--- src/rtl/stkp_pkg.sv ---
package stkp_pkg;

    typedef enum logic [1:0] {
        STK_FULL_DESC  = 2'b00,
        STK_EMPTY_DESC = 2'b01,
        STK_FULL_ASC   = 2'b10,
        STK_EMPTY_ASC  = 2'b11
    } stk_mode_e;

    typedef enum logic [1:0] {
        OP_NONE     = 2'b00,
        OP_PUSH     = 2'b01,
        OP_POP      = 2'b10,
        OP_CONFLICT = 2'b11
    } stk_op_e;

    // Which way an operation moves the pointer and where the access lands
    typedef struct packed {
        logic update;      // pointer changes this cycle
        logic toward_up;   // new pointer = SP + step
        logic use_moved;   // access address is the moved pointer
    } stk_plan_t;

    function automatic stk_op_e decode_op(input logic push, input logic pop);
        return stk_op_e'({pop, push});
    endfunction

    function automatic logic mode_ascending(input stk_mode_e m);
        return m[1];
    endfunction

    function automatic logic mode_empty(input stk_mode_e m);
        return m[0];
    endfunction

    function automatic stk_plan_t make_plan(input stk_mode_e m, input stk_op_e op);
        stk_plan_t p;
        p = '0;
        case (op)
            OP_PUSH: begin
                p.update    = 1'b1;
                p.toward_up = mode_ascending(m);
                p.use_moved = !mode_empty(m);
            end
            OP_POP: begin
                p.update    = 1'b1;
                p.toward_up = !mode_ascending(m);
                p.use_moved = mode_empty(m);
            end
            default: p = '0;
        endcase
        return p;
    endfunction

endpackage

--- src/rtl/stkp_addr_gen.sv ---
module stkp_addr_gen
    import stkp_pkg::*;
#(
    parameter int AW   = 16,
    parameter int STEP = 2
) (
    input  logic [AW-1:0] sp_i,
    input  stk_mode_e     mode_i,
    input  stk_op_e       op_i,
    output logic [AW-1:0] addr_o,
    output logic [AW-1:0] next_o,
    output logic          update_o
);
    localparam logic [AW-1:0] STEP_V = AW'(STEP);

    stk_plan_t       plan;
    logic [AW-1:0]   sp_up;
    logic [AW-1:0]   sp_down;
    logic [AW-1:0]   moved;

    always_comb begin
        plan     = make_plan(mode_i, op_i);
        sp_up    = sp_i + STEP_V;
        sp_down  = sp_i - STEP_V;
        moved    = plan.toward_up ? sp_up : sp_down;
        update_o = plan.update;
        next_o   = plan.update ? moved : sp_i;
        addr_o   = (plan.update && plan.use_moved) ? moved : sp_i;
    end
endmodule

--- src/rtl/stkp_align.sv ---
module stkp_align #(
    parameter int AW = 16
) (
    input  logic [AW-1:0] val_i,
    output logic [AW-1:0] clean_o,
    output logic          odd_o
);
    always_comb begin
        odd_o   = val_i[0];
        clean_o = {val_i[AW-1:1], 1'b0};
    end
endmodule

--- src/rtl/stkp_bank_regs.sv ---
module stkp_bank_regs #(
    parameter int AW    = 16,
    parameter int NBANK = 2
) (
    input  logic                      clk,
    input  logic                      rst,
    input  logic [NBANK-1:0]          load_en_i,
    input  logic [NBANK-1:0][AW-1:0]  load_val_i,
    output logic [NBANK-1:0][AW-1:0]  sp_o
);
    for (genvar b = 0; b < NBANK; b++) begin : g_bank
        logic [AW-1:0] sp_q;
        always_ff @(posedge clk) begin
            if (rst)               sp_q <= '0;
            else if (load_en_i[b]) sp_q <= load_val_i[b];
        end
        assign sp_o[b] = sp_q;

        AST_BANK_EVEN: assert property (@(posedge clk) disable iff (rst)
            load_en_i[b] |=> !sp_q[0]);
    end
endmodule

--- src/rtl/stack_ptr_unit.sv ---
module stack_ptr_unit
    import stkp_pkg::*;
#(
    parameter int AW   = 16,
    parameter int STEP = 2
) (
    input  logic          clk,
    input  logic          rst,
    input  logic          push_i,
    input  logic          pop_i,
    input  logic          bank_sel_i,
    input  logic [1:0]    mode_i,
    input  logic          rst_load_i,
    input  logic [AW-1:0] rst_data_i,
    input  logic          wr_en_i,
    input  logic          wr_bank_i,
    input  logic [AW-1:0] wr_data_i,
    output logic [AW-1:0] mem_addr_o,
    output logic [AW-1:0] main_sp_o,
    output logic [AW-1:0] proc_sp_o,
    output logic [AW-1:0] active_sp_o,
    output logic          align_fault_o,
    output logic          proto_err_o
);
    localparam int NBANK = 2;
    localparam int MAIN  = 0;
    localparam int PROC  = 1;

    stk_op_e                   op;
    logic [AW-1:0]             active_sp;
    logic [AW-1:0]             op_next;
    logic                      op_update;
    logic [AW-1:0]             wr_clean;
    logic                      wr_odd;
    logic [AW-1:0]             ld_clean;
    logic                      ld_odd;
    logic [NBANK-1:0]          load_en;
    logic [NBANK-1:0][AW-1:0]  load_val;
    logic [NBANK-1:0][AW-1:0]  sp;
    logic                      wr_taken;
    logic                      fault_q;
    logic                      err_q;

    assign op        = decode_op(push_i, pop_i);
    assign active_sp = bank_sel_i ? sp[PROC] : sp[MAIN];

    stkp_addr_gen #(.AW(AW), .STEP(STEP)) u_addr (
        .sp_i     (active_sp),
        .mode_i   (stk_mode_e'(mode_i)),
        .op_i     (op),
        .addr_o   (mem_addr_o),
        .next_o   (op_next),
        .update_o (op_update)
    );

    stkp_align #(.AW(AW)) u_align_wr (
        .val_i   (wr_data_i),
        .clean_o (wr_clean),
        .odd_o   (wr_odd)
    );

    stkp_align #(.AW(AW)) u_align_ld (
        .val_i   (rst_data_i),
        .clean_o (ld_clean),
        .odd_o   (ld_odd)
    );

    // Source priority per bank: reset load, then direct write, then stack op
    always_comb begin
        load_en  = '0;
        load_val = '0;
        wr_taken = 1'b0;
        if (rst_load_i) begin
            load_en[MAIN]  = 1'b1;
            load_val[MAIN] = ld_clean;
        end else if (wr_en_i && wr_bank_i == 1'b0) begin
            load_en[MAIN]  = 1'b1;
            load_val[MAIN] = wr_clean;
            wr_taken       = 1'b1;
        end else if (op_update && bank_sel_i == 1'b0) begin
            load_en[MAIN]  = 1'b1;
            load_val[MAIN] = op_next;
        end

        if (wr_en_i && wr_bank_i == 1'b1) begin
            load_en[PROC]  = 1'b1;
            load_val[PROC] = wr_clean;
            wr_taken       = 1'b1;
        end else if (op_update && bank_sel_i == 1'b1) begin
            load_en[PROC]  = 1'b1;
            load_val[PROC] = op_next;
        end
    end

    stkp_bank_regs #(.AW(AW), .NBANK(NBANK)) u_banks (
        .clk        (clk),
        .rst        (rst),
        .load_en_i  (load_en),
        .load_val_i (load_val),
        .sp_o       (sp)
    );

    always_ff @(posedge clk) begin
        if (rst) begin
            fault_q <= 1'b0;
            err_q   <= 1'b0;
        end else begin
            fault_q <= (rst_load_i && ld_odd) || (wr_taken && wr_odd);
            err_q   <= (op == OP_CONFLICT);
        end
    end

    assign main_sp_o     = sp[MAIN];
    assign proc_sp_o     = sp[PROC];
    assign active_sp_o   = active_sp;
    assign align_fault_o = fault_q;
    assign proto_err_o   = err_q;

    AST_CONFLICT_HOLD: assert property (@(posedge clk) disable iff (rst)
        (push_i && pop_i && !wr_en_i && !rst_load_i)
            |=> ($stable(main_sp_o) && $stable(proc_sp_o) && proto_err_o));

    AST_IDLE_PROC: assert property (@(posedge clk) disable iff (rst)
        (!wr_en_i && !bank_sel_i) |=> $stable(proc_sp_o));

    AST_IDLE_MAIN: assert property (@(posedge clk) disable iff (rst)
        (!wr_en_i && !rst_load_i && bank_sel_i) |=> $stable(main_sp_o));

    AST_RESET_LOAD: assert property (@(posedge clk) disable iff (rst)
        rst_load_i |=> (main_sp_o == {$past(rst_data_i[AW-1:1]), 1'b0}));

    AST_FAULT_CAUSE: assert property (@(posedge clk) disable iff (rst)
        align_fault_o |-> $past((wr_en_i && wr_data_i[0]) || (rst_load_i && rst_data_i[0])));

    AST_IDLE_ADDR: assert property (@(posedge clk) disable iff (rst)
        (!push_i && !pop_i) |-> (mem_addr_o == active_sp_o));

endmodule

--- config.mk ---
export PLATFORM = sky130hd
export DESIGN_NAME = stack_ptr_unit
export DESIGN_NICKNAME = d
export VERILOG_FILES = /design/src/rtl/stkp_pkg.sv /design/src/rtl/stkp_addr_gen.sv /design/src/rtl/stkp_align.sv /design/src/rtl/stkp_bank_regs.sv /design/src/rtl/stack_ptr_unit.sv
export SDC_FILE = /design/constraint.sdc
export NUM_CORES = 1
export LEC_CHECK = 0
export ABC_AREA = 0
export ABC_CLOCK_PERIOD_IN_PS = 5020
export BUFFER_PORTS_ARGS = -buffer_cell sky130_fd_sc_hd__buf_2
export CAP_MARGIN = 20
export CORE_MARGIN = 5
export CORE_UTILIZATION = 50
export DETAILED_ROUTE_END_ITERATION = 10
export PLACE_DENSITY_LB_ADDON = 0.12
export SLEW_MARGIN = 20
export SYNTH_ARGS = -nofsm -noshare
export SYNTH_HDL_FRONTEND = slang
export SYNTH_SLANG_ARGS = --single-unit
--- constraint.sdc ---
create_clock -name clk -period 5.02 [get_ports clk]
set_input_delay 0.251 -clock clk [delete_from_list [all_inputs] [get_ports clk]]
set_output_delay 0.251 -clock clk [all_outputs]
set_load 0.01 [all_outputs]
==> impl_metrics.toml, run 1 <==
[flow_run]
cap_violations = 0

[layout]
fin_area_um2 = 3510
drive_above_1_share_pct = 31.2
antennaDiodeCount = 0
nNetsFinal = 522
area.growth.synth_to_final_pct = 21.5

[synth]
synth.distinct_cells = 65
synth_top_area_share_pct = 23.5
yosys.area.top_type = "dfxtp_1"
syn-instance-count = 372
synth_seq_area_share_pct = 23.5
synth_top_cells_by_count = "nand2_1 (45), nor2_1 (45), dfxtp_1 (34)"
synth_area_leaders = "dfxtp_1 (24%), ha_1 (6.5%), nand2_1 (5.8%), nor2_1 (5.8%), xnor2_1 (5.1%)"
synthesis.area_um2 = 2890
syn-num-nets = 430
postSynthAreaPerCell_um2 = 7.77
yosys_register_bits = 34
yosysWarnings = 0
ys_async_sr_fraction_pct = 0
synth-main-ff-cell = "dfxtp_1"
synth_edf_count = 0

[placed_design]
hpwl_um = 7130
io_buffer_count = 107
post_dp_cell_area_um2 = 3420
globalplace.congestion = 0.902

[detailed_routing]
top_layer_used = "met4"
drt-met1-wl_um = 4190
first_iter_violations = 301
vias = 3201
avgViaCountPerCell = 5.96
met3_length_um = 697
drcViolationCount = 0
first_pass_iters = 5
ant_nets = 0
dr_wl_met2_um = 4350
drt-total-wl_um = 9430
wire_per_inst_um = 17.6

[sta]
tns_ns = 0
layout_min_cycle_time_ns = 4.06
finalClockSkew_ns = 0.00569
max_freq_mhz = 246
setup_violations = 0
relSlewSlack_pct = 44.0
drv_slew = 0
rsz0062_at_grt = "no"
timing.final.crit_share_pct = 80.9
worst_pin_slew_ns = 0.840
hold_viol = 0

[cts]
cts_root_buf = "clkbuf_8"
clk_pin_slew_ns = 0.08
numCtsBuffers = 5
cts.sink_count = 34
postCtsResizedCells = 0
htree_levels = 2
cts_max_path_buffers = 2
insertion_delay_ns = 0.29
cts_tree = "built"
cts_setup_buffers = 0
cts_hold_buf = 0

[floorplan]
die_height_um = 86.0
die_x_um = 86.0
die_area_um2 = 7400
start_util_pct = 51.9
io-pin-count = 108
fp-row-count = 27
fp.coreArea_um2 = 5570

[power_and_ir_drop]
vdd_drop_max_uv = 145
leakage_nw = 1.70
powerDensity_nw_per_um2 = 314

[setup_path]
cpMaxStageDelayCell = "mux2_1"
max_stage_delay_ns = 0.47
r2r-start = "u_banks.g_bank[1].sp_q[4]"
end_kind = "primary output"
critPathBufInv = 4
cp-startpoint = "pop_i"
worstPathRequired_ns = 4.77
crit_path_max_fanout = 26
worstSetupPathType = "input port to primary output"
cp_cell_sequence = "buf_2 -> inv_1 -> ha_1 -> mux2_1 -> inv_2 -> ha_1 -> a21oi_1 -> nor3b_1 -> a211oi_1 -> nor3_1 -> a21oi_1 -> o41ai_1 -> xnor2_1 -> nand2_1 -> nand2_1 -> buf_2"
crit_arrival_ns = 3.81
crit_family = "compound AO/OA/AOI/OAI gates"
critPathLaunchType = "input port"

[global_routing]
overflow = 0
grt_max_degree = 33
grt_pass1_wl_um = 15200
grt_usage_pct = 25.7
first_global_vias = 2986
antenna_found_initial = 0

[min_path]
worst_hold_path_type = "input port to flip-flop"
worstHoldStart = "rst_data_i[9]"

[run_status]
status = "complete, no violations"
## area by class of cell
type / count / area, um2
fillers: 560 / 2060
multi-input cells: 301 / 2050
flip-flops and latches: 34 / 681
repair buffers: 109 / 551
well taps: 72 / 90.1
clock buffers: 7 / 86.3
inverters: 13 / 48.8
clock inverters: 1 / 5.00
## final timing paths
check	depth (start not counted)	slack [ns]	end
max	16	0.96	mem_addr_o[13]
min	2	0.15	u_banks.g_bank[0].sp_q[9]
max reg2reg	12	1.66	u_banks.g_bank[1].sp_q[13]
min reg2reg	1	0.49	u_banks.g_bank[1].sp_q[0]
## state kept, by name, summed over array words and instances (netlist names)
name	count
align_fault_o	1
u_banks.g_bank.sp_q	32
proto_err_o	1
## metrics by stage
| step | cells | hold slack, ns | util, % | setup slack (ns) | power (mW) |
|---|---|---|---|---|---|
| 6_report | 537 | 0.149 | 63.0 | 0.960 | 1.10 |
| 5_1_grt | 537 | 0.156 | 63.0 | 0.637 | 1.17 |
| 4_1_cts | 537 | 0.157 | 63.0 | 0.996 | 1.10 |
| 3_5_place_dp | 529 | 0.456 | 61.4 | 1.02 | 0.883 |
| 3_3_place_gp | 529 | 0.448 | 61.4 | 1.13 | 0.877 |
| 2_1_floorplan | 372 | 0.360 | - | 1.23 | 0.712 |
## kinds of logic after synthesis
| kind of cell | after synthesis | synth area share (%) |
|---|---|---|
| compound gates | 105 | 25.7 |
| xor+xnor | 20 | 6.06 |
| fa+ha+maj | 19 | 8.26 |
| buf+inv | 37 | 5.54 |
| flops | 34 | 23.5 |
| mux | 20 | 9.09 |
| simple gates | 137 | 21.8 |
## placed cells by master (no fill, tap or decap), types with 3 or more instances in the layout
master / count
a211oi_1: 5
a21o_1: 7
a21oi_1: 25
a311oi_1: 8
a31oi_1: 3
and2_1: 3
buf_2: 107
clkbuf_8: 6
dfxtp_1: 34
ha_1: 15
inv_1: 12
mux2_2: 11
mux2i_1: 3
mux2i_4: 3
nand2_1: 45
nand2b_1: 7
nor2_1: 45
nor2b_1: 4
nor3_1: 15
nor3b_1: 5
o211ai_1: 5
o21ai_0: 16
o221ai_1: 6
o22ai_1: 5
o31ai_1: 3
or3_1: 3
xnor2_1: 17
xor2_1: 3
## power breakdown
part,internal (mW),leakage [nW],switching (mW)
clock network,0.111,0.0482,0.107
logic,0.228,1.37,0.335
registers,0.297,0.282,0.0236
## metal layers
| metal | track usage [%] | vias to the layer above |
|---|---|---|
| met2 | 41.8 | 146 |
| met1 | 35.3 | 1517 |
| li1 | - | 1522 |
| met3 | 3.07 | 16 |
| met5 | 0 | - |
| met4 | 7.63 | 0 |
(Power assumes the default switching activity.)
==> run 2: changes to the inputs <==
--- a/config.mk
+++ b/config.mk
@@ -6,7 +6,7 @@
 export NUM_CORES = 1
 export LEC_CHECK = 0
 export ABC_AREA = 0
-export ABC_CLOCK_PERIOD_IN_PS = 5020
+export ABC_CLOCK_PERIOD_IN_PS = 4200
 export BUFFER_PORTS_ARGS = -buffer_cell sky130_fd_sc_hd__buf_2
 export CAP_MARGIN = 20
 export CORE_MARGIN = 5
==> constraint.sdc (replaced) <==
create_clock -name clk -period 4.2 [get_ports clk]
set_input_delay 0.21 -clock clk [delete_from_list [all_inputs] [get_ports clk]]
set_output_delay 0.21 -clock clk [all_outputs]
set_load 0.01 [all_outputs]
==> run 2 against run 1 <==
  * Clock-buffer cell count stayed put
  * Global-route usage is 0.35 points higher
  * Combinational power rose by 21%
  * Sequential share of layout area fell by 0.12 points
  * Register-to-register slack lost 0.58 ns
  * Final cell count is 0.56% higher
  * Critical path type unchanged
  * Largest cell class unchanged
==> impl_metrics.toml, run 2 (synthesized netlist as in run 1, its figures left out) <==
[sta]
rsz0062_at_grt = "no"
worst_pin_slew_ns = 0.886
layout_min_cycle_time_ns = 3.62
drv_slew = 0
tns_ns = 0
timing.final.crit_share_pct = 86.2
relSlewSlack_pct = 40.8
finalClockSkew_ns = 0.00450
fin_ws_ns = 0.580
max_freq_mhz = 276
hold_viol = 0
setup_violations = 0

[layout]
fin_area_um2 = 3530
final_cell_count_no_fill = 540
nNetsFinal = 525
antennaDiodeCount = 0
layout_common_cells = "buf_2 (107), nor2_1 (45), nand2_1 (45), dfxtp_1 (34), a21oi_1 (25)"
area.growth.synth_to_final_pct = 22.2
largest_register_ffs = 32
regMostFlops = "u_banks.g_bank.sp_q"
mostFrequentLayoutCell = "buf_2"
drive_above_1_share_pct = 31.6

[placed_design]
dp_slack_ns = 0.619
dpl.cell_count = 532
io_buffer_count = 107
hpwl_um = 7260
post_dp_cell_area_um2 = 3440
globalplace.congestion = 0.889

[global_routing]
grt_pass1_wl_um = 15500
first_global_vias = 3022
grt_usage_pct = 26.0
grt_max_degree = 33
antenna_found_initial = 0
overflow = 0

[setup_path]
r2r-end = "u_banks.g_bank[0].sp_q[13]"
critPathLaunchType = "input port"
ff2ff_path_depth = 13
worstPathRequired_ns = 3.99
r2r-start = "u_banks.g_bank[1].sp_q[4]"
crit_arrival_ns = 3.41
r2r_setup_slack_ns = 1.08
crit_path_max_fanout = 14
worstSetupPathType = "input port to primary output"
end_kind = "primary output"
cp-startpoint = "push_i"

[cts]
htree_levels = 2
cts_max_path_buffers = 2
numCtsBuffers = 5
cts_hold_buf = 0
insertion_delay_ns = 0.29
postCtsResizedCells = 0
clk_pin_slew_ns = 0.07
cts_tree = "built"
cts_setup_buffers = 0
cts.sink_count = 34
cts_root_buf = "clkbuf_8"

[floorplan]
die_x_um = 86.0
die_area_um2 = 7400
io-pin-count = 108
start_util_pct = 51.9
die_height_um = 86.0
fp-row-count = 27
fp.coreArea_um2 = 5570

[detailed_routing]
first_pass_iters = 5
avgViaCountPerCell = 5.91
drcViolationCount = 0
ant_nets = 0
wire_per_inst_um = 17.8
drt-total-wl_um = 9620
first_iter_violations = 186
vias = 3191

[power_and_ir_drop]
pwr-share-seq_pct = 29.1
p_sw_share_pct = 42.0
pwr-share-comb_pct = 51.7
powerDensity_nw_per_um2 = 372
leakage_nw = 1.71
p_clk_share_pct = 19.2
p_switching_mw = 0.553
p_int_mw = 0.763
vdd_drop_max_uv = 179

[flow_run]
cap_violations = 0

[min_path]
worst_hold_path_type = "input port to flip-flop"
hold_end = "u_banks.g_bank[0].sp_q[11]"
hold_depth = 2
worstHoldStart = "rst_data_i[11]"

[run_status]
status = "complete, no violations"
[run 2: routing by layer]
layer / vias up / global-route usage (%) / wire, um / part of all wire, %
met5: - / 0 / 0 / 0
met4: 0 / 8.92 / 141 / 1.5
met3: 14 / 3.65 / 726 / 7.5
met2: 146 / 42.3 / 4570 / 47
met1: 1512 / 35.0 / 4180 / 43
li1: 1519 / - / - / -
[run 2: worst max-delay path by stage]
stage	to	slack [ns]
after floorplan	u_banks.g_bank[0].sp_q[13]	0.49
after global placement	mem_addr_o[13]	0.75
after detailed placement	mem_addr_o[13]	0.62
after CTS	mem_addr_o[13]	0.62
after global routing	mem_addr_o[13]	0.20
final	mem_addr_o[13]	0.58
[run 2: stage by stage]
stage	hold WS, ns	util (%)	total power, mW
finish	0.116	63.4	1.32
detailed placement	0.412	61.8	1.06
global route	0.122	63.4	1.41
floorplan	0.319	-	0.852
global placement	0.407	61.8	1.05
CTS	0.113	63.4	1.31
[run 2: worst max-delay path, stage by stage]
cell      delay [ns]
buf_2           0.11
inv_1           0.05
ha_1            0.21
mux2_1          0.33
inv_2           0.23
ha_1            0.30
a21oi_1         0.26
nor3b_1         0.21
a211oi_1        0.17
nor3_1          0.25
a21oi_1         0.14
o41ai_1         0.39
xnor2_1         0.24
nand2_1         0.11
nand2_1         0.07
buf_2           0.12
[run 2: layout make-up]
| type | count | area, um2 |
|---|---|---|
| Multi-Input combinational cell | 301 | 2050 |
| Clock buffer | 7 | 86.3 |
| Tap cell | 72 | 90.1 |
| Timing Repair Buffer | 112 | 573 |
| Inverter | 13 | 48.8 |
| Fill cell | 528 | 2040 |
| Sequential cell | 34 | 681 |
| Clock inverter | 1 | 5.00 |
[run 2: power by group through the flow]
stage	clock network, mW	registers (mW)	logic, mW
global route	0.270	0.387	0.749
global placement	0	0.388	0.664
finish	0.252	0.383	0.680
CTS	0.254	0.382	0.676
detailed placement	0	0.389	0.673
floorplan	0	0.400	0.451
==> run 3: changes to the inputs <==
--- a/config.mk
+++ b/config.mk
@@ -6,12 +6,13 @@
 export NUM_CORES = 1
 export LEC_CHECK = 0
 export ABC_AREA = 0
-export ABC_CLOCK_PERIOD_IN_PS = 4200
+export ABC_CLOCK_PERIOD_IN_PS = 3000
 export BUFFER_PORTS_ARGS = -buffer_cell sky130_fd_sc_hd__buf_2
 export CAP_MARGIN = 20
 export CORE_MARGIN = 5
-export CORE_UTILIZATION = 50
+export CORE_UTILIZATION = 45
 export DETAILED_ROUTE_END_ITERATION = 10
+export GPL_TIMING_DRIVEN = 0
 export PLACE_DENSITY_LB_ADDON = 0.12
 export SLEW_MARGIN = 20
 export SYNTH_ARGS = -nofsm -noshare
==> constraint.sdc (replaced) <==
create_clock -name clk -period 3 [get_ports clk]
set_input_delay 0.15 -clock clk [delete_from_list [all_inputs] [get_ports clk]]
set_output_delay 0.15 -clock clk [all_outputs]
set_load 0.01 [all_outputs]
==> run 3 against run 2 <==
  * The run now ends with setup timing left
  * Critical path type is now flip-flop to primary output
  * Non-clock buffer count rose by 46
  * Clock skew hardly changed
  * Final cell count is 9.1% higher
  * Critical path depth is 6 lower
==> impl_metrics.toml, run 3 (synthesized netlist as in run 1, its figures left out) <==
[setup_path]
r2r-end = "u_banks.g_bank[0].sp_q[13]"
cp_cell_sequence = "mux2_2 -> ha_4 -> or2_2 -> a21oi_4 -> a2111oi_4 -> or3_4 -> a21oi_4 -> xnor2_2 -> mux2_4 -> buf_6"
ff2ff_path_depth = 13
critPathLaunchType = "flip-flop"
r2r_setup_slack_ns = 0.16
end_kind = "primary output"
worstPathRequired_ns = 2.85
cpMostUsedCell = "a21oi_4"
crit_path_max_fanout = 6
cpMaxStageDelayCell = "or3_4"
r2r-start = "u_banks.g_bank[0].sp_q[2]"
max_stage_delay_ns = 0.40
crit_arrival_ns = 2.90
worstSetupPathType = "flip-flop to primary output"

[sta]
setup_violations = 2
drv_slew = 0
worst_pin_slew_ns = 0.705
timing.final.crit_share_pct = 102
rsz0062_at_grt = "yes"
tns_ns = -0.0510
hold_viol = 0
max_freq_mhz = 328
fin_ws_ns = -0.0485
layout_min_cycle_time_ns = 3.05
finalClockSkew_ns = 0.00447
relSlewSlack_pct = 51.6

[power_and_ir_drop]
p_sw_share_pct = 41.8
pwr-share-seq_pct = 25.1
leakage_nw = 1.93
pwr-share-comb_pct = 59.0
p_switching_mw = 0.900
powerDensity_nw_per_um2 = 516
p_clk_share_pct = 15.9
p_int_mw = 1.25
vdd_drop_max_uv = 333

[placed_design]
hpwl_um = 7840
globalplace.congestion = 0.879
dpl.cell_count = 555
io_buffer_count = 106
dp_slack_ns = -0.614
post_dp_cell_area_um2 = 3570

[layout]
largest_register_ffs = 32
regMostFlops = "u_banks.g_bank.sp_q"
area.growth.synth_to_final_pct = 44.5
fill_cells = 533
antennaDiodeCount = 0
mostFrequentLayoutCell = "buf_2"
final_cell_count_no_fill = 589
nNetsFinal = 571
layout_common_cells = "buf_2 (104), nand2_1 (45), nor2_1 (44), dfxtp_1 (29), buf_4 (28)"
drive_above_1_share_pct = 42.0
fin_area_um2 = 4180

[min_path]
hold_depth = 2
hold_end = "u_banks.g_bank[0].sp_q[8]"
worst_hold_path_type = "input port to flip-flop"
worstHoldStart = "rst_data_i[8]"

[floorplan]
die_x_um = 90.2
fp.coreArea_um2 = 6310
start_util_pct = 45.8
io-pin-count = 108
die_height_um = 90.2
fp-row-count = 29
die_area_um2 = 8130

[run_status]
failed_checks = "setup timing"
status = "finished, violations left"

[global_routing]
grt_usage_pct = 26.0
first_global_vias = 3414
overflow = 0
top_usage_layer = "met2"
grt_pass1_wl_um = 17500
grtUsageMet1_pct = 33.2
met2_usage_pct = 43.7
antenna_found_initial = 0
met3_usage_pct = 5.34
grt_max_degree = 12

[cts]
insertion_delay_ns = 0.29
cts.sink_count = 34
htree_levels = 2
cts_root_buf = "clkbuf_8"
numCtsBuffers = 5
cts_tree = "built"
cts_hold_buf = 0
clk_pin_slew_ns = 0.07
cts_max_path_buffers = 2

[detailed_routing]
first_pass_iters = 5
vias = 3504
drt-total-wl_um = 11300
wire_per_inst_um = 19.3
avgViaCountPerCell = 5.95
ant_nets = 0
first_iter_violations = 274
drcViolationCount = 0

[flow_run]
cap_violations = 0
## run 3: cell types whose count changed in the layout (fill, tap and decap cells not counted), moves of 3 or more
| cell | change |
|---|---|
| buf_4 | +23 |
| clkbuf_1 | +14 |
| ha_1 | -9 |
| ha_4 | +6 |
| a21oi_1 | -5 |
| a21oi_4 | +5 |
| dfxtp_1 | -5 |
| dfxtp_2 | +5 |
| buf_6 | +4 |
| inv_1 | -4 |
| buf_2 | -3 |
| ha_2 | +3 |
| mux2_4 | +3 |
## run 3: power groups by stage
stage | registers (mW) | logic, mW | clock network [mW]
2_1_floorplan | 0.561 | 0.647 | 0
3_3_place_gp | 0.545 | 0.965 | 0
3_5_place_dp | 0.547 | 0.976 | 0
4_1_cts | 0.538 | 1.11 | 0.346
5_1_grt | 0.545 | 1.36 | 0.364
6_report | 0.541 | 1.27 | 0.343
## run 3: timing repair
action                     in CTS  in global routing
hold endpoints to repair        0                  0
setup endpoints to repair      18                 10
pin swaps                      16                  8
cloned                          1                  0
setup buffers                  16                 12
resized for setup              37                 25
## run 3: final cells by class
type	instances	area, um2	area share (%)
Clock buffer	6	82.6	1.98
Sequential cell	34	687	16.4
Buffer	23	135	3.23
Inverter	13	58.8	1.41
Timing Repair Buffer	135	793	19.0
Multi-Input combinational cell	301	2320	55.6
Tap cell	77	96.3	2.31
## run 3: critical path, delay by kind of cell (launching register included)
| kind | cells | cell delay, ns |
|---|---|---|
| AND/OR/NAND/NOR | 2 | 0.74 |
| adder cells (fa/ha/maj) | 1 | 0.29 |
| buffers and inverters | 1 | 0.12 |
| multiplexers | 2 | 0.61 |
| flip-flops | 1 | 0.33 |
| XOR/XNOR | 1 | 0.09 |
| AO/OA/AOI/OAI | 3 | 0.43 |
## run 3: metal layers
metal	vias up	part of all wire, %	wire length, um
met3	36	9.3	1050
met4	0	2.5	286
met2	186	49	5520
met5	-	0	0
li1	1617	-	-
met1	1665	39	4480
## run 3: how the worst max path moves through the flow
| stage | start | to | slack [ns] | depth (start not counted) |
|---|---|---|---|---|
| after global routing | u_banks.g_bank[0].sp_q[6] | mem_addr_o[12] | -0.1 | 10 |
| after floorplan | push_i | u_banks.g_bank[0].sp_q[13] | 0.005 | 16 |
| after global placement | push_i | u_banks.g_bank[0].sp_q[13] | -0.54 | 17 |
| after CTS | push_i | mem_addr_o[12] | -0.02 | 18 |
| final | u_banks.g_bank[0].sp_q[6] | mem_addr_o[12] | -0.05 | 10 |
| after detailed placement | push_i | u_banks.g_bank[0].sp_q[13] | -0.61 | 17 |
## run 3: through the flow
stage | power [mW] | hold slack, ns | util, %
after CTS | 1.99 | 0.0578 | 63.2
after floorplan | 1.21 | 0.259 | -
final | 2.15 | 0.0528 | 66.2
after global routing | 2.27 | 0.0592 | 66.2
after global placement | 1.51 | 0.349 | 56.5
after detailed placement | 1.52 | 0.354 | 56.5
